===== src/rtl/mbx_pkg.sv =====
package mbx_pkg;
    localparam int DATA_W   = 32;
    localparam int ADDR_W   = 2;
    localparam int HI_LSB   = 16;   // upper field base: transmit mask and set field

    typedef enum logic [ADDR_W-1:0] {
        REG_CTRL   = 2'd0,
        REG_MASK   = 2'd1,
        REG_SETCLR = 2'd2,
        REG_STAT   = 2'd3
    } reg_sel_e;
endpackage


===== src/rtl/mbx_side_regs.sv =====
module mbx_side_regs #(
    parameter int NUM_CH = 6
) (
    input  logic                      clk,
    input  logic                      rst_n,
    input  logic                      sel,
    input  logic                      wr,
    input  logic [mbx_pkg::ADDR_W-1:0] addr,
    input  logic [mbx_pkg::DATA_W-1:0] wdata,
    input  logic [NUM_CH-1:0]         own_flags,
    output logic [mbx_pkg::DATA_W-1:0] rdata,
    output logic                      rx_en,
    output logic                      tx_en,
    output logic [NUM_CH-1:0]         rx_mask,
    output logic [NUM_CH-1:0]         tx_mask,
    output logic [NUM_CH-1:0]         set_own,
    output logic [NUM_CH-1:0]         clr_peer
);
    import mbx_pkg::*;

    reg_sel_e reg_sel;
    logic     wr_hit;
    logic     unused_wdata;

    assign reg_sel      = reg_sel_e'(addr);
    assign wr_hit       = sel && wr;
    assign unused_wdata = ^wdata;

    always_ff @(posedge clk or negedge rst_n) begin
        if (!rst_n) begin
            rx_en   <= 1'b0;
            tx_en   <= 1'b0;
            rx_mask <= '1;
            tx_mask <= '1;
        end else if (wr_hit) begin
            if (reg_sel == REG_CTRL) begin
                rx_en <= wdata[0];
                tx_en <= wdata[1];
            end
            if (reg_sel == REG_MASK) begin
                rx_mask <= wdata[NUM_CH-1:0];
                tx_mask <= wdata[HI_LSB +: NUM_CH];
            end
        end
    end

    // write-1 pulses toward the flag banks
    always_comb begin
        set_own  = '0;
        clr_peer = '0;
        if (wr_hit && reg_sel == REG_SETCLR) begin
            set_own  = wdata[HI_LSB +: NUM_CH];
            clr_peer = wdata[NUM_CH-1:0];
        end
    end

    always_comb begin
        rdata = '0;
        unique case (reg_sel)
            REG_CTRL: begin
                rdata[0] = rx_en;
                rdata[1] = tx_en;
            end
            REG_MASK: begin
                rdata[NUM_CH-1:0]       = rx_mask;
                rdata[HI_LSB +: NUM_CH] = tx_mask;
            end
            REG_SETCLR: rdata = '0;
            REG_STAT:   rdata[NUM_CH-1:0] = own_flags;
        endcase
    end
endmodule


===== src/rtl/mbx_flag_bank.sv =====
module mbx_flag_bank #(
    parameter int NUM_CH = 6
) (
    input  logic              clk,
    input  logic              rst_n,
    input  logic [NUM_CH-1:0] set_req,
    input  logic [NUM_CH-1:0] clr_req,
    output logic [NUM_CH-1:0] flags
);
    // set dominates a simultaneous clear
    always_ff @(posedge clk or negedge rst_n) begin
        if (!rst_n) flags <= '0;
        else        flags <= (flags & ~clr_req) | set_req;
    end
endmodule


===== src/rtl/mbx_irq_gen.sv =====
module mbx_irq_gen #(
    parameter int NUM_CH = 6
) (
    input  logic [NUM_CH-1:0] own_flags,
    input  logic [NUM_CH-1:0] peer_flags,
    input  logic [NUM_CH-1:0] rx_mask,
    input  logic [NUM_CH-1:0] tx_mask,
    input  logic              rx_en,
    input  logic              tx_en,
    output logic              rx_irq,
    output logic              tx_irq
);
    assign rx_irq = rx_en && (|(peer_flags & ~rx_mask));
    assign tx_irq = tx_en && (|(~own_flags & ~tx_mask));
endmodule


===== src/rtl/mbx_flag_ctrl.sv =====
module mbx_flag_ctrl #(
    parameter int NUM_CH = 6
) (
    input  logic        clk,
    input  logic        rst_n,
    input  logic        p1_sel,
    input  logic        p1_wr,
    input  logic [1:0]  p1_addr,
    input  logic [31:0] p1_wdata,
    output logic [31:0] p1_rdata,
    output logic        p1_rx_irq,
    output logic        p1_tx_irq,
    input  logic        p2_sel,
    input  logic        p2_wr,
    input  logic [1:0]  p2_addr,
    input  logic [31:0] p2_wdata,
    output logic [31:0] p2_rdata,
    output logic        p2_rx_irq,
    output logic        p2_tx_irq
);
    localparam int NSIDE = 2;

    logic              sel_a   [NSIDE];
    logic              wr_a    [NSIDE];
    logic [1:0]        addr_a  [NSIDE];
    logic [31:0]       wdata_a [NSIDE];
    logic [31:0]       rdata_a [NSIDE];
    logic              rxirq_a [NSIDE];
    logic              txirq_a [NSIDE];
    logic [NUM_CH-1:0] flags_a [NSIDE];
    logic [NUM_CH-1:0] set_a   [NSIDE];
    logic [NUM_CH-1:0] clr_a   [NSIDE];
    logic [NUM_CH-1:0] flag_p1;
    logic [NUM_CH-1:0] flag_p2;

    assign sel_a[0] = p1_sel;   assign sel_a[1] = p2_sel;
    assign wr_a[0]  = p1_wr;    assign wr_a[1]  = p2_wr;
    assign addr_a[0] = p1_addr; assign addr_a[1] = p2_addr;
    assign wdata_a[0] = p1_wdata; assign wdata_a[1] = p2_wdata;
    assign p1_rdata  = rdata_a[0]; assign p2_rdata  = rdata_a[1];
    assign p1_rx_irq = rxirq_a[0]; assign p2_rx_irq = rxirq_a[1];
    assign p1_tx_irq = txirq_a[0]; assign p2_tx_irq = txirq_a[1];
    assign flag_p1 = flags_a[0];
    assign flag_p2 = flags_a[1];

    for (genvar s = 0; s < NSIDE; s++) begin : g_side
        logic              rx_en, tx_en;
        logic [NUM_CH-1:0] rx_mask, tx_mask;

        mbx_side_regs #(.NUM_CH(NUM_CH)) u_regs (
            .clk(clk), .rst_n(rst_n),
            .sel(sel_a[s]), .wr(wr_a[s]), .addr(addr_a[s]), .wdata(wdata_a[s]),
            .own_flags(flags_a[s]), .rdata(rdata_a[s]),
            .rx_en(rx_en), .tx_en(tx_en), .rx_mask(rx_mask), .tx_mask(tx_mask),
            .set_own(set_a[s]), .clr_peer(clr_a[s])
        );

        // own flag: raised by this side, lowered by the peer
        mbx_flag_bank #(.NUM_CH(NUM_CH)) u_flags (
            .clk(clk), .rst_n(rst_n),
            .set_req(set_a[s]), .clr_req(clr_a[NSIDE-1-s]),
            .flags(flags_a[s])
        );

        mbx_irq_gen #(.NUM_CH(NUM_CH)) u_irq (
            .own_flags(flags_a[s]), .peer_flags(flags_a[NSIDE-1-s]),
            .rx_mask(rx_mask), .tx_mask(tx_mask),
            .rx_en(rx_en), .tx_en(tx_en),
            .rx_irq(rxirq_a[s]), .tx_irq(txirq_a[s])
        );
    end
endmodule


===== config.mk =====
export PLATFORM = sky130hd
export DESIGN_NAME = mbx_flag_ctrl
export DESIGN_NICKNAME = d
export VERILOG_FILES = /design/src/rtl/mbx_pkg.sv /design/src/rtl/mbx_side_regs.sv /design/src/rtl/mbx_flag_bank.sv /design/src/rtl/mbx_irq_gen.sv /design/src/rtl/mbx_flag_ctrl.sv
export SDC_FILE = /design/constraint.sdc
export NUM_CORES = 1
export LEC_CHECK = 0
export BUFFER_PORTS_ARGS = -buffer_cell sky130_fd_sc_hd__buf_4
export CAP_MARGIN = 0
export CORE_ASPECT_RATIO = 0.7
export CORE_MARGIN = 10
export CORE_UTILIZATION = 44
export DETAILED_ROUTE_END_ITERATION = 8
export PLACE_DENSITY = 0.91
export SYNTH_ARGS = -nofsm -noshare
export SYNTH_HDL_FRONTEND = slang
export SYNTH_SLANG_ARGS = --single-unit

===== constraint.sdc =====
create_clock -name clk -period 1.45 [get_ports clk]
set_clock_uncertainty 0.05 [all_clocks]
set_input_delay 0.29 -clock clk [delete_from_list [all_inputs] [get_ports clk]]
set_output_delay 0.29 -clock clk [all_outputs]
set_load 0.1 [all_outputs]

==> results.json <==
{
  "outcome": "finished, violations left",
  "failed_checks": "setup timing",
  "worstPathArrival_ns": 1.48,
  "ys.flop_type": "dfstp_2",
  "drcViolationCount": 0,
  "grt_pass1_vias": 2157,
  "port_buffers": 61,
  "fin_crit_sh": 1.26,
  "dpl_cell_area_mm2": 0.00323,
  "grt_max_degree": 41,
  "path_max_fanout": 2,
  "rows": 22,
  "crit_type": "flop to output port",
  "area_growth_pct": 67.0,
  "num_vias": 1970,
  "p_per_area_mw_per_mm2": 1500,
  "leakage_nw": 1.87,
  "cts_buffer_depth": 2,
  "holdCritPathClass": "input port to flop",
  "design_area_mm2": 0.00401,
  "grt_pass1_wl_um": 11600,
  "wire_per_inst_um": 19.1,
  "setup_viol": 28,
  "antenna_cells": 0,
  "root_buffer": "clkbuf_8",
  "multi_input_area_mm2": 0.00149,
  "nets": 402,
  "firstDrtPassIters": 4,
  "drive_gt1_frac": 0.687,
  "fin_total_pwr_mw": 6.02,
  "die_h_um": 81.8,
  "postRouteAntennaNets": 0,
  "synth_edf_count": 0,
  "via_per_inst": 4.91,
  "syn_avg_cell_area_um2": 11.0,
  "async_flop_share": 1.00,
  "critPathRequiredTime_ns": 1.11,
  "finalHoldWorstSlack_ns": 0.150,
  "seq_area_frac_synth": 0.429,
  "clock_latency_ns": 0.29,
  "die-area_mm2": 0.00887,
  "antenna_found_initial": 0,
  "ir_drop_mv": 0.865,
  "fmax_mhz": 549,
  "regArea_mm2": 0.00103,
  "maxCapViolations": 0,
  "rsz0062_at_grt": "yes",
  "postRouteWirelength_um": 7670,
  "place_hpwl_um": 5660,
  "cts_tree": "built",
  "netlist.area_leader.share": 0.262,
  "clock_sinks": 40,
  "min_period_ns": 1.82,
  "hold_violations": 0,
  "yosysTopAreaCell": "dfstp_2",
  "critical_path.endpoint_type": "output port",
  "core-area_mm2": 0.00526,
  "fill_cells": 347,
  "synth_area_mm2": 0.00240,
  "worstMarginPinSlew_ns": 0.519,
  "slew_headroom": 0.654,
  "ys_types": 24,
  "grt-ovfl-total": 0,
  "htreeDepth": 2,
  "yosysMostFrequentCell": "buf_4",
  "die_x_um": 108,
  "start_kind": "flop",
  "initial_core_util": 0.457,
  "slew_violations": 0,
  "io_pins": 142,
  "fin_ws_ns": -0.373,
  "netlist_top_cells_area": "dfstp_2 (26%), dfrtp_1 (17%), buf_4 (12%)",
  "path_clk_slew_ns": 0.07,
  "grt_util_all_layers": 0.169,
  "drt_iter0_markers": 68,
  "syn-instance-count": 219,
  "numCtsBuffers": 5,
  "synth_seq_cells": 40,
  "gp_congestion": 0.863,
  "synthTopCellsByCount": "buf_4 (40), mux2_2 (26), dfstp_2 (24)",
  "synth_warnings": 0
}
## cell type report
type / instances / area share
Timing Repair Buffer: 111 / 0.315
Clock buffer: 8 / 0.0224
Tap cell: 72 / 0.0224
Inverter: 12 / 0.0112
Sequential cell: 40 / 0.257
Multi-Input combinational cell: 158 / 0.372
## cells by family (layout without fill, tap and decap cells)
group | count (synthesis) | in the layout | synth area share
buffers and inverters | 60 | 131 | 0.171
AO/OA/AOI/OAI | 44 | 44 | 0.119
multiplexers | 40 | 40 | 0.181
flip-flops | 40 | 40 | 0.429
AND/OR/NAND/NOR | 34 | 34 | 0.0989
other | 1 | 40 | 0.00156
## power breakdown
| part | internal, mW | total [mW] | switching (mW) |
|---|---|---|---|
| Combinational | 1.45 | 3.51 | 2.06 |
| Clock | 0.388 | 0.775 | 0.386 |
| Sequential | 1.48 | 1.74 | 0.261 |
| Total | 3.31 | 6.02 | 2.70 |
## worst max-delay path, stage by stage (launching register included)
cell and delay (ns):
dfstp_2 0.55, o22ai_2 0.10, o31a_4 0.37, buf_12 0.17
## layout by cell type, fill, tap and decap left out
| cell | instances |
|---|---|
| buf_4 | 61 |
| conb_1 | 40 |
| buf_12 | 28 |
| mux2_2 | 26 |
| dfstp_2 | 24 |
| buf_6 | 21 |
| dfrtp_1 | 16 |
| mux2i_4 | 12 |
| a21oi_1 | 12 |
| and2_4 | 12 |
| inv_1 | 11 |
| nor2b_4 | 10 |
| a21o_1 | 8 |
| o22ai_2 | 8 |
| clkbuf_8 | 6 |
| nand3_1 | 4 |
| o21ai_4 | 4 |
| a21o_2 | 4 |
| o31a_4 | 4 |
| o22ai_1 | 3 |
| and4b_4 | 2 |
| nand3_2 | 2 |
| mux2_1 | 2 |
| nand2_1 | 2 |
| nor3_1 | 2 |
| clkbuf_1 | 2 |
| inv_2 | 1 |
| o22ai_4 | 1 |
| dlygate4sd3_1 | 1 |
## flip-flops by register name (all words and copies together), names as in the netlist
name,flops
g_side.u_regs.rx_en,2
g_side.u_regs.tx_mask,12
g_side.u_flags.flags,12
g_side.u_regs.tx_en,2
g_side.u_regs.rx_mask,12
## routing by layer
layer  global-route usage  share of wire
met3               0.0704          0.088
met1                0.188           0.38
met5                    0              0
met4               0.0577          0.019
met2                0.291           0.51
## timing repair
item | 4_1_cts | 5_1_grt
hold endpoints to repair | 16 | 0
hold buffers | 1 | 0
setup buffers | 2 | 10
resized for setup | 130 | 17
setup endpoints to repair | 28 | 28
pin swaps | 10 | 9
## through the flow
step | TNS (ns) | util | worst slack (ns) | cells
final | -5.89 | 0.763 | -0.373 | 401
after global routing | -7.08 | 0.763 | -0.405 | 401
after CTS | -5.73 | 0.740 | -0.360 | 395
after detailed placement | -1.15 | 0.615 | -0.105 | 385
after global placement | -0.806 | 0.615 | -0.0931 | 385
after floorplan | -0.222 | - | -0.0558 | 258
## path summary, 6_finish.rpt
check                      slack [ns]                           to                         from  cells past startpoint
min                              0.15   g_side[0].u_flags.flags[2]                 p1_wdata[18]                      2
min reg2reg                      0.58  g_side[0].u_regs.tx_mask[1]  g_side[0].u_regs.tx_mask[1]                      1
max in group asynchronous        0.52  g_side[0].u_regs.rx_mask[1]                        rst_n                      2
max reg2reg                      0.40   g_side[1].u_flags.flags[5]   g_side[1].u_flags.flags[5]                      4
min in group asynchronous        0.45   g_side[0].u_flags.flags[2]                        rst_n                      2
max                             -0.37                    p1_tx_irq  g_side[0].u_regs.tx_mask[4]                      3
No activity file was read; power rests on OpenSTA's default activity.
